--- config.mk ---
export PLATFORM = sky130hd
export DESIGN_NAME = mm_status_unit
export DESIGN_NICKNAME = d
export VERILOG_FILES = /design/src/rtl/mm_status_pkg.sv /design/src/rtl/mm_status_word.sv /design/src/rtl/mm_delta_log.sv /design/src/rtl/mm_start_pc.sv /design/src/rtl/mm_status_unit.sv
export SDC_FILE = /design/constraint.sdc
export NUM_CORES = 1
export LEC_CHECK = 0
export ABC_AREA = 0
export ABC_CLOCK_PERIOD_IN_PS = 3480
export CAP_MARGIN = 5
export CORE_UTILIZATION = 40
export CTS_BUF_LIST = sky130_fd_sc_hd__clkbuf_8 sky130_fd_sc_hd__clkbuf_16
export DETAILED_ROUTE_END_ITERATION = 12
export PLACE_DENSITY = 0.73
export SLEW_MARGIN = 20
export SYNTH_ARGS = -nofsm -noshare
export SYNTH_HDL_FRONTEND = slang
export SYNTH_HIERARCHICAL = 1
export SYNTH_SLANG_ARGS = --single-unit
export TNS_END_PERCENT = 10
--- constraint.sdc ---
create_clock -name clk -period 3.48 [get_ports clk]
set_clock_uncertainty 0.2 [all_clocks]
set_input_delay 0.696 -clock clk [delete_from_list [all_inputs] [get_ports clk]]
set_output_delay 0.696 -clock clk [all_outputs]
set_load 0.01 [all_outputs]
--- src/rtl/mm_status_pkg.sv ---
package mm_status_pkg;
  parameter int unsigned WORD_W  = 16;
  parameter int unsigned MODE_W  = 2;
  parameter int unsigned PAGE_W  = 3;
  parameter int unsigned DELTA_W = 5;
  parameter int unsigned REGN_W  = 3;
  localparam int unsigned ENTRY_W = DELTA_W + REGN_W;

  typedef enum logic [1:0] {
    FLT_NONE   = 2'd0,
    FLT_NONRES = 2'd1,
    FLT_LENGTH = 2'd2,
    FLT_RDONLY = 2'd3
  } flt_cause_e;

  typedef enum logic [1:0] {
    SEL_STATUS = 2'd0,
    SEL_DLOG   = 2'd1,
    SEL_SPC    = 2'd2,
    SEL_NONE   = 2'd3
  } reg_sel_e;

  // Merge the enabled bytes, then apply the fixed-zero, enable and lock rules
  function automatic logic [WORD_W-1:0] status_masked_write(
    input logic [WORD_W-1:0] old_v,
    input logic [WORD_W-1:0] wdata,
    input logic [1:0]        be,
    input logic              lk
  );
    logic [WORD_W-1:0] m;
    m[7:0]  = be[0] ? wdata[7:0]  : old_v[7:0];
    m[15:8] = be[1] ? wdata[15:8] : old_v[15:8];
    m[11:10] = 2'b00;
    if (m[0])
      m[15:13] = 3'b000;
    else if (lk)
      m = m & 16'h00FE;
    return m;
  endfunction

  // Record a fault: one abort-cause bit plus the mode, space and page fields
  function automatic logic [WORD_W-1:0] status_fault(
    input logic [WORD_W-1:0] old_v,
    input flt_cause_e        cause,
    input logic [MODE_W-1:0] mode,
    input logic              dsp,
    input logic [PAGE_W-1:0] page
  );
    logic [WORD_W-1:0] v;
    v = old_v;
    v[15:13] = 3'b000;
    v[6:1]   = 6'b0;
    case (cause)
      FLT_NONRES: v[15] = 1'b1;
      FLT_LENGTH: v[14] = 1'b1;
      FLT_RDONLY: v[13] = 1'b1;
      default:    ;
    endcase
    v[6:5] = mode;
    v[4]   = dsp;
    v[3:1] = page;
    return v;
  endfunction

  function automatic logic [WORD_W-1:0] dlog_push(
    input logic [WORD_W-1:0]  old_v,
    input logic [DELTA_W-1:0] delta,
    input logic [REGN_W-1:0]  regn
  );
    return {old_v[WORD_W-ENTRY_W-1:0], delta, regn};
  endfunction
endpackage

--- src/rtl/mm_status_word.sv ---
module mm_status_word
  import mm_status_pkg::*;
(
  input  logic              clk,
  input  logic              rst_n,
  input  logic              wr_en,
  input  logic [1:0]        wr_be,
  input  logic [WORD_W-1:0] wr_data,
  input  flt_cause_e        flt_cause,
  input  logic [MODE_W-1:0] flt_mode,
  input  logic              flt_dspace,
  input  logic [PAGE_W-1:0] flt_page,
  output logic [WORD_W-1:0] status_q,
  output logic              locked
);
  logic fault_take;
  logic write_take;

  assign locked     = |status_q[15:13];
  assign fault_take = (flt_cause != FLT_NONE) && !locked;
  assign write_take = wr_en && !fault_take;

  always_ff @(posedge clk) begin
    if (!rst_n)
      status_q <= '0;
    else if (fault_take)
      status_q <= status_fault(status_q, flt_cause, flt_mode, flt_dspace, flt_page);
    else if (write_take)
      status_q <= status_masked_write(status_q, wr_data, wr_be, locked);
  end


  fixed_zero_chk: assert property (@(posedge clk) disable iff (!rst_n)
    status_q[11:10] == 2'b00);


  enable_clears_cause_chk: assert property (@(posedge clk) disable iff (!rst_n)
    write_take && wr_be == 2'b11 && wr_data[0] |=> status_q[15:13] == 3'b000);


  fault_fields_chk: assert property (@(posedge clk) disable iff (!rst_n)
    fault_take |=> $countones(status_q[15:13]) == 1 &&
                   status_q[6:5] == $past(flt_mode) &&
                   status_q[3:1] == $past(flt_page));


  frozen_status_chk: assert property (@(posedge clk) disable iff (!rst_n)
    locked && flt_cause != FLT_NONE && !wr_en |=> $stable(status_q));
endmodule

--- src/rtl/mm_delta_log.sv ---
module mm_delta_log
  import mm_status_pkg::*;
(
  input  logic               clk,
  input  logic               rst_n,
  input  logic               trap_entry,
  input  logic               insn_start,
  input  logic               log_valid,
  input  logic [DELTA_W-1:0] log_delta,
  input  logic [REGN_W-1:0]  log_reg,
  input  logic               locked,
  output logic [WORD_W-1:0]  dlog_q
);
  logic              push_take;
  logic              clear_take;
  logic [WORD_W-1:0] base_v;

  assign clear_take = trap_entry || (insn_start && !locked);
  assign push_take  = log_valid && !locked && !trap_entry;
  assign base_v     = (insn_start && !locked) ? '0 : dlog_q;

  always_ff @(posedge clk) begin
    if (!rst_n)
      dlog_q <= '0;
    else if (push_take)
      dlog_q <= dlog_push(base_v, log_delta, log_reg);
    else if (clear_take)
      dlog_q <= '0;
  end


  trap_clears_log_chk: assert property (@(posedge clk) disable iff (!rst_n)
    trap_entry |=> dlog_q == '0);


  frozen_log_chk: assert property (@(posedge clk) disable iff (!rst_n)
    locked && !trap_entry |=> $stable(dlog_q));


  shift_order_chk: assert property (@(posedge clk) disable iff (!rst_n)
    push_take && !insn_start |=> dlog_q[15:8] == $past(dlog_q[7:0]));


  delta_range_chk: assert property (@(posedge clk) disable iff (!rst_n)
    log_valid |-> ($signed(log_delta) >= -5'sd2 && $signed(log_delta) <= 5'sd2));
endmodule

--- src/rtl/mm_start_pc.sv ---
module mm_start_pc
  import mm_status_pkg::*;
(
  input  logic              clk,
  input  logic              rst_n,
  input  logic              insn_start,
  input  logic [WORD_W-1:0] insn_pc,
  input  logic              locked,
  output logic [WORD_W-1:0] spc_q
);
  logic load_take;
  assign load_take = insn_start && !locked;

  always_ff @(posedge clk) begin
    if (!rst_n)
      spc_q <= '0;
    else if (load_take)
      spc_q <= insn_pc;
  end


  pc_capture_chk: assert property (@(posedge clk) disable iff (!rst_n)
    load_take |=> spc_q == $past(insn_pc));


  frozen_pc_chk: assert property (@(posedge clk) disable iff (!rst_n)
    locked |=> $stable(spc_q));
endmodule

--- src/rtl/mm_status_unit.sv ---
module mm_status_unit
  import mm_status_pkg::*;
(
  input  logic               clk,
  input  logic               rst_n,
  input  logic [1:0]         bus_sel,
  input  logic               bus_wr,
  input  logic [1:0]         bus_be,
  input  logic [WORD_W-1:0]  bus_wdata,
  output logic [WORD_W-1:0]  bus_rdata,
  input  logic [1:0]         flt_cause,
  input  logic [MODE_W-1:0]  flt_mode,
  input  logic               flt_dspace,
  input  logic [PAGE_W-1:0]  flt_page,
  input  logic               insn_start,
  input  logic [WORD_W-1:0]  insn_pc,
  input  logic               trap_entry,
  input  logic               log_valid,
  input  logic [DELTA_W-1:0] log_delta,
  input  logic [REGN_W-1:0]  log_reg,
  output logic               xlate_en,
  output logic               regs_locked
);
  logic [WORD_W-1:0] status_q;
  logic [WORD_W-1:0] dlog_q;
  logic [WORD_W-1:0] spc_q;
  logic              locked;
  logic              status_wr;
  reg_sel_e          sel;

  assign sel       = reg_sel_e'(bus_sel);
  assign status_wr = bus_wr && (sel == SEL_STATUS) && (bus_be != 2'b00);

  mm_status_word u_status (
    .clk        (clk),
    .rst_n      (rst_n),
    .wr_en      (status_wr),
    .wr_be      (bus_be),
    .wr_data    (bus_wdata),
    .flt_cause  (flt_cause_e'(flt_cause)),
    .flt_mode   (flt_mode),
    .flt_dspace (flt_dspace),
    .flt_page   (flt_page),
    .status_q   (status_q),
    .locked     (locked)
  );

  mm_delta_log u_dlog (
    .clk        (clk),
    .rst_n      (rst_n),
    .trap_entry (trap_entry),
    .insn_start (insn_start),
    .log_valid  (log_valid),
    .log_delta  (log_delta),
    .log_reg    (log_reg),
    .locked     (locked),
    .dlog_q     (dlog_q)
  );

  mm_start_pc u_spc (
    .clk        (clk),
    .rst_n      (rst_n),
    .insn_start (insn_start),
    .insn_pc    (insn_pc),
    .locked     (locked),
    .spc_q      (spc_q)
  );

  always_comb begin
    case (sel)
      SEL_STATUS: bus_rdata = status_q;
      SEL_DLOG:   bus_rdata = dlog_q;
      SEL_SPC:    bus_rdata = spc_q;
      default:    bus_rdata = '0;
    endcase
  end

  assign xlate_en    = status_q[0];
  assign regs_locked = locked;


  idle_sel_reads_zero_chk: assert property (@(posedge clk) disable iff (!rst_n)
    sel == SEL_NONE |-> bus_rdata == '0);
endmodule

==> flow_metrics.py <==
metrics = {
    "floorplanning": {
        "core_area_um2": 5956,
        "die_w_um": 80.92,
        "io_pins": 76,
        "fp-row-count": 28,
        "dieArea_um2": 6547,
        "initial_core_util_pct": 41.83,
        "die_h_um": 80.92,
    },
    "critical_path": {
        "path_cells": "clkdlybuf4s50_1 > buf_12 > nor2b_4 > buf_4 > o2bb2ai_1 > clkdlybuf4s50_1",
        "criticalPathCategory": "input port to output port",
        "arrival_ns": 2.41,
        "path_delay_family": "buffers and inverters",
        "end_kind": "output port",
        "critPathMaxFanout": 18,
        "crit_top_cell": "clkdlybuf4s50_1",
        "path_buf_inv": 4,
        "critPathSlowestCell": "clkdlybuf4s50_1",
        "required_ns": 2.58,
        "cp-start-kind": "input port",
        "slowest_delay_ns": 0.57,
    },
    "synthesis": {
        "synth_edf_count": 0,
        "ys_seq_area_share_pct": 36.97,
        "synthCells": 256,
        "synth-seq-cells": 46,
        "ys_warn_count": 6,
        "dominantRegCellSynth": "dfxtp_1",
        "avgSynthCellArea_um2": 9.731,
        "synth_area_um2": 2491,
        "netlist-cell-type-count": 38,
        "ys_async_sr_fraction_pct": 0,
    },
    "outcome": {
        "status": "finished clean",
    },
    "final_layout": {
        "drive_above_1_share_pct": 11.18,
        "area.sequential_um2": 920.9,
        "nets": 379,
        "multi_input_area_um2": 1329,
        "stdcell_area_um2": 3271,
        "antennaDiodeCount": 0,
        "post-route-util_pct": 54.92,
        "fillers": 545,
        "areaGrowthSynthToFinish_pct": 31.29,
    },
    "drt": {
        "viasPerCell": 5.264,
        "drtIter0Drc": 145,
        "totalWireLength_mm": 6.185,
        "vias": 2090,
        "post_drt_wl_per_cell_um": 15.58,
        "drt_first_pass_iters": 4,
        "drcViolationCount": 0,
        "final_antenna_net_count": 0,
    },
    "global_routing": {
        "grt_pass1_wl_mm": 9.604,
        "grt_pass1_vias": 1950,
        "overflow": 0,
        "track_usage_pct": 19.64,
        "grt_max_degree": 43,
        "antenna_found_initial": 0,
    },
    "clock_tree": {
        "clk_latency_ns": 0.31,
        "h-tree-depth": 2,
        "cts_root_buffer": "clkbuf_8",
        "cts_buffer_depth": 2,
        "clk_pin_slew_ns": 0.09,
        "cts_tree": "yes",
        "cts_resized": 0,
        "cts.sinks": 46,
        "ctsHoldBuffers": 0,
        "post_cts_buffers": 0,
        "cts_made_buffers": 5,
    },
    "sta": {
        "totalNegativeSetupSlack_ns": 0,
        "final-hold-violation-count": 0,
        "rsz0062_at_grt": "false",
        "setup_viol": 0,
        "period_needed_ns": 3.303,
        "worstMarginPinSlew_ns": 0.6121,
        "slew_headroom_pct": 59.11,
        "finalCritPeriodShare_pct": 94.92,
        "slew_viol_final": 0,
        "fmax_mhz": 302.7,
    },
    "pwr": {
        "internal_power_mw": 1.038,
        "seqPwrFrac_pct": 42.2,
        "finalPower_mw": 1.592,
        "switching_share_pct": 34.80,
        "pwr-share-clk_pct": 20.8,
        "combPwrFrac_pct": 37.0,
        "ir_worst_vdd_uv": 310.1,
        "power_switching_uw": 553.9,
        "p_per_area_nw_per_um2": 486.7,
        "leakage_nw": 1.181,
    },
    "worst_hold_path": {
        "min_path_type": "register to register",
    },
    "placement": {
        "hpwl_mm": 4.604,
        "place.gp.congestion": 0.8290,
        "portBuffers": 73,
        "dpl-instance-area_um2": 3181,
    },
    "flow_run": {
        "drv_cap": 0,
    },
}
-- power by group through the flow --
stage | combinational, mW | sequential [mW] | clock, mW
finish | 0.588 | 0.672 | 0.331
global route | 0.634 | 0.683 | 0.362
CTS | 0.589 | 0.673 | 0.339
detailed placement | 0.584 | 0.685 | 0
global placement | 0.576 | 0.684 | 0
floorplan | 0.426 | 0.667 | 0
-- flip-flops by register name (all words and copies together), names as in the netlist, named ones only --
name	count
u_status/status_q	13
u_dlog/dlog_q	16
u_spc/spc_q	16
-- stage by stage --
| step | cells | hold slack, ns | worst slack, ns |
|---|---|---|---|
| after floorplan | 257 | 0.2344 | 1.064 |
| after global placement | 389 | 0.2420 | 0.2037 |
| after CTS | 397 | 0.2646 | 0.1872 |
| after detailed placement | 389 | 0.2493 | 0.2036 |
| final | 397 | 0.2631 | 0.1768 |
| after global routing | 397 | 0.2758 | 0.1452 |
-- worst min-delay path, cell delays in order (launching register included) --
cell and delay (ns):
dfxtp_1 0.32, nand2_1 0.05, mux2i_1 0.05
-- placed cells by master, fill, tap and decap left out, types with 8 or more instances in the layout --
cell type / n
o32ai_1: 8
clkdlybuf4s50_1: 73
o2bb2ai_2: 10
a32o_1: 8
nand2_1: 49
nor2_1: 13
dfxtp_1: 46
inv_1: 9
mux2i_1: 37
nand3b_1: 8
-- cell type report --
type / count / share of cell area, %
Clock buffer: 5 / 2.104
Clock inverter: 3 / 0.6503
Inverter: 11 / 1.262
Multi-Input combinational cell: 177 / 40.63
Sequential cell: 46 / 28.16
Tap cell: 75 / 2.869
Timing Repair Buffer: 80 / 24.33
-- path summary, 6_finish.rpt --
path	from	to	slack, ns	cells after the start
setup / recovery	bus_sel[1]	bus_rdata[14]	0.18	6
hold / removal	u_spc/spc_q[13]$_SDFFE_PN0P_	u_spc/spc_q[13]$_SDFFE_PN0P_	0.26	2
setup reg to reg	u_status/status_q[13]$_SDFFE_PN0P_	u_dlog/dlog_q[9]$_SDFFE_PN0P_	1.54	4
hold reg to reg	u_spc/spc_q[13]$_SDFFE_PN0P_	u_spc/spc_q[13]$_SDFFE_PN0P_	0.26	2
-- metal layers --
metal	vias to the layer above	GRT usage [%]	wire length, um
met1	964	27.15	2847
li1	1050	-	-
met3	7	3.596	437
met2	69	30.92	2847
met5	-	0	0
met4	0	5.893	52
-- kinds of logic after synthesis --
group           Yosys count  share of synthesized area (%)
buf+inv                  34                          9.844
mux                      38                          15.47
other cells               1                         0.1505
flops                    46                          36.97
compound gates           51                          20.04
simple gates             86                          17.53
-- cells in the mapped netlist (2+ instances only) --
| cell | n | area share (%) |
|---|---|---|
| nand3b_1 | 8 | 2.4 |
| buf_6 | 6 | 2.7 |
| o32ai_1 | 8 | 2.8 |
| inv_1 | 9 | 1.4 |
| nand3_1 | 6 | 1.2 |
| a311oi_1 | 6 | 2.1 |
| buf_4 | 5 | 1.5 |
| o211ai_1 | 2 | 0.60 |
| a21oi_1 | 3 | 0.60 |
| nor2b_4 | 2 | 1.1 |
| a32o_1 | 8 | 3.2 |
| nor2_1 | 13 | 2.0 |
| o2bb2ai_2 | 10 | 6.0 |
| a22oi_1 | 2 | 0.60 |
| buf_2 | 8 | 1.6 |
| buf_12 | 2 | 1.6 |
| dfxtp_1 | 46 | 37 |
| nor2b_1 | 2 | 0.50 |
| o2bb2ai_1 | 6 | 2.1 |
| mux2i_1 | 37 | 15 |
| o21ai_0 | 2 | 0.40 |
| nand2_1 | 49 | 7.4 |
Note: power is estimated with default switching activity, not from simulation.
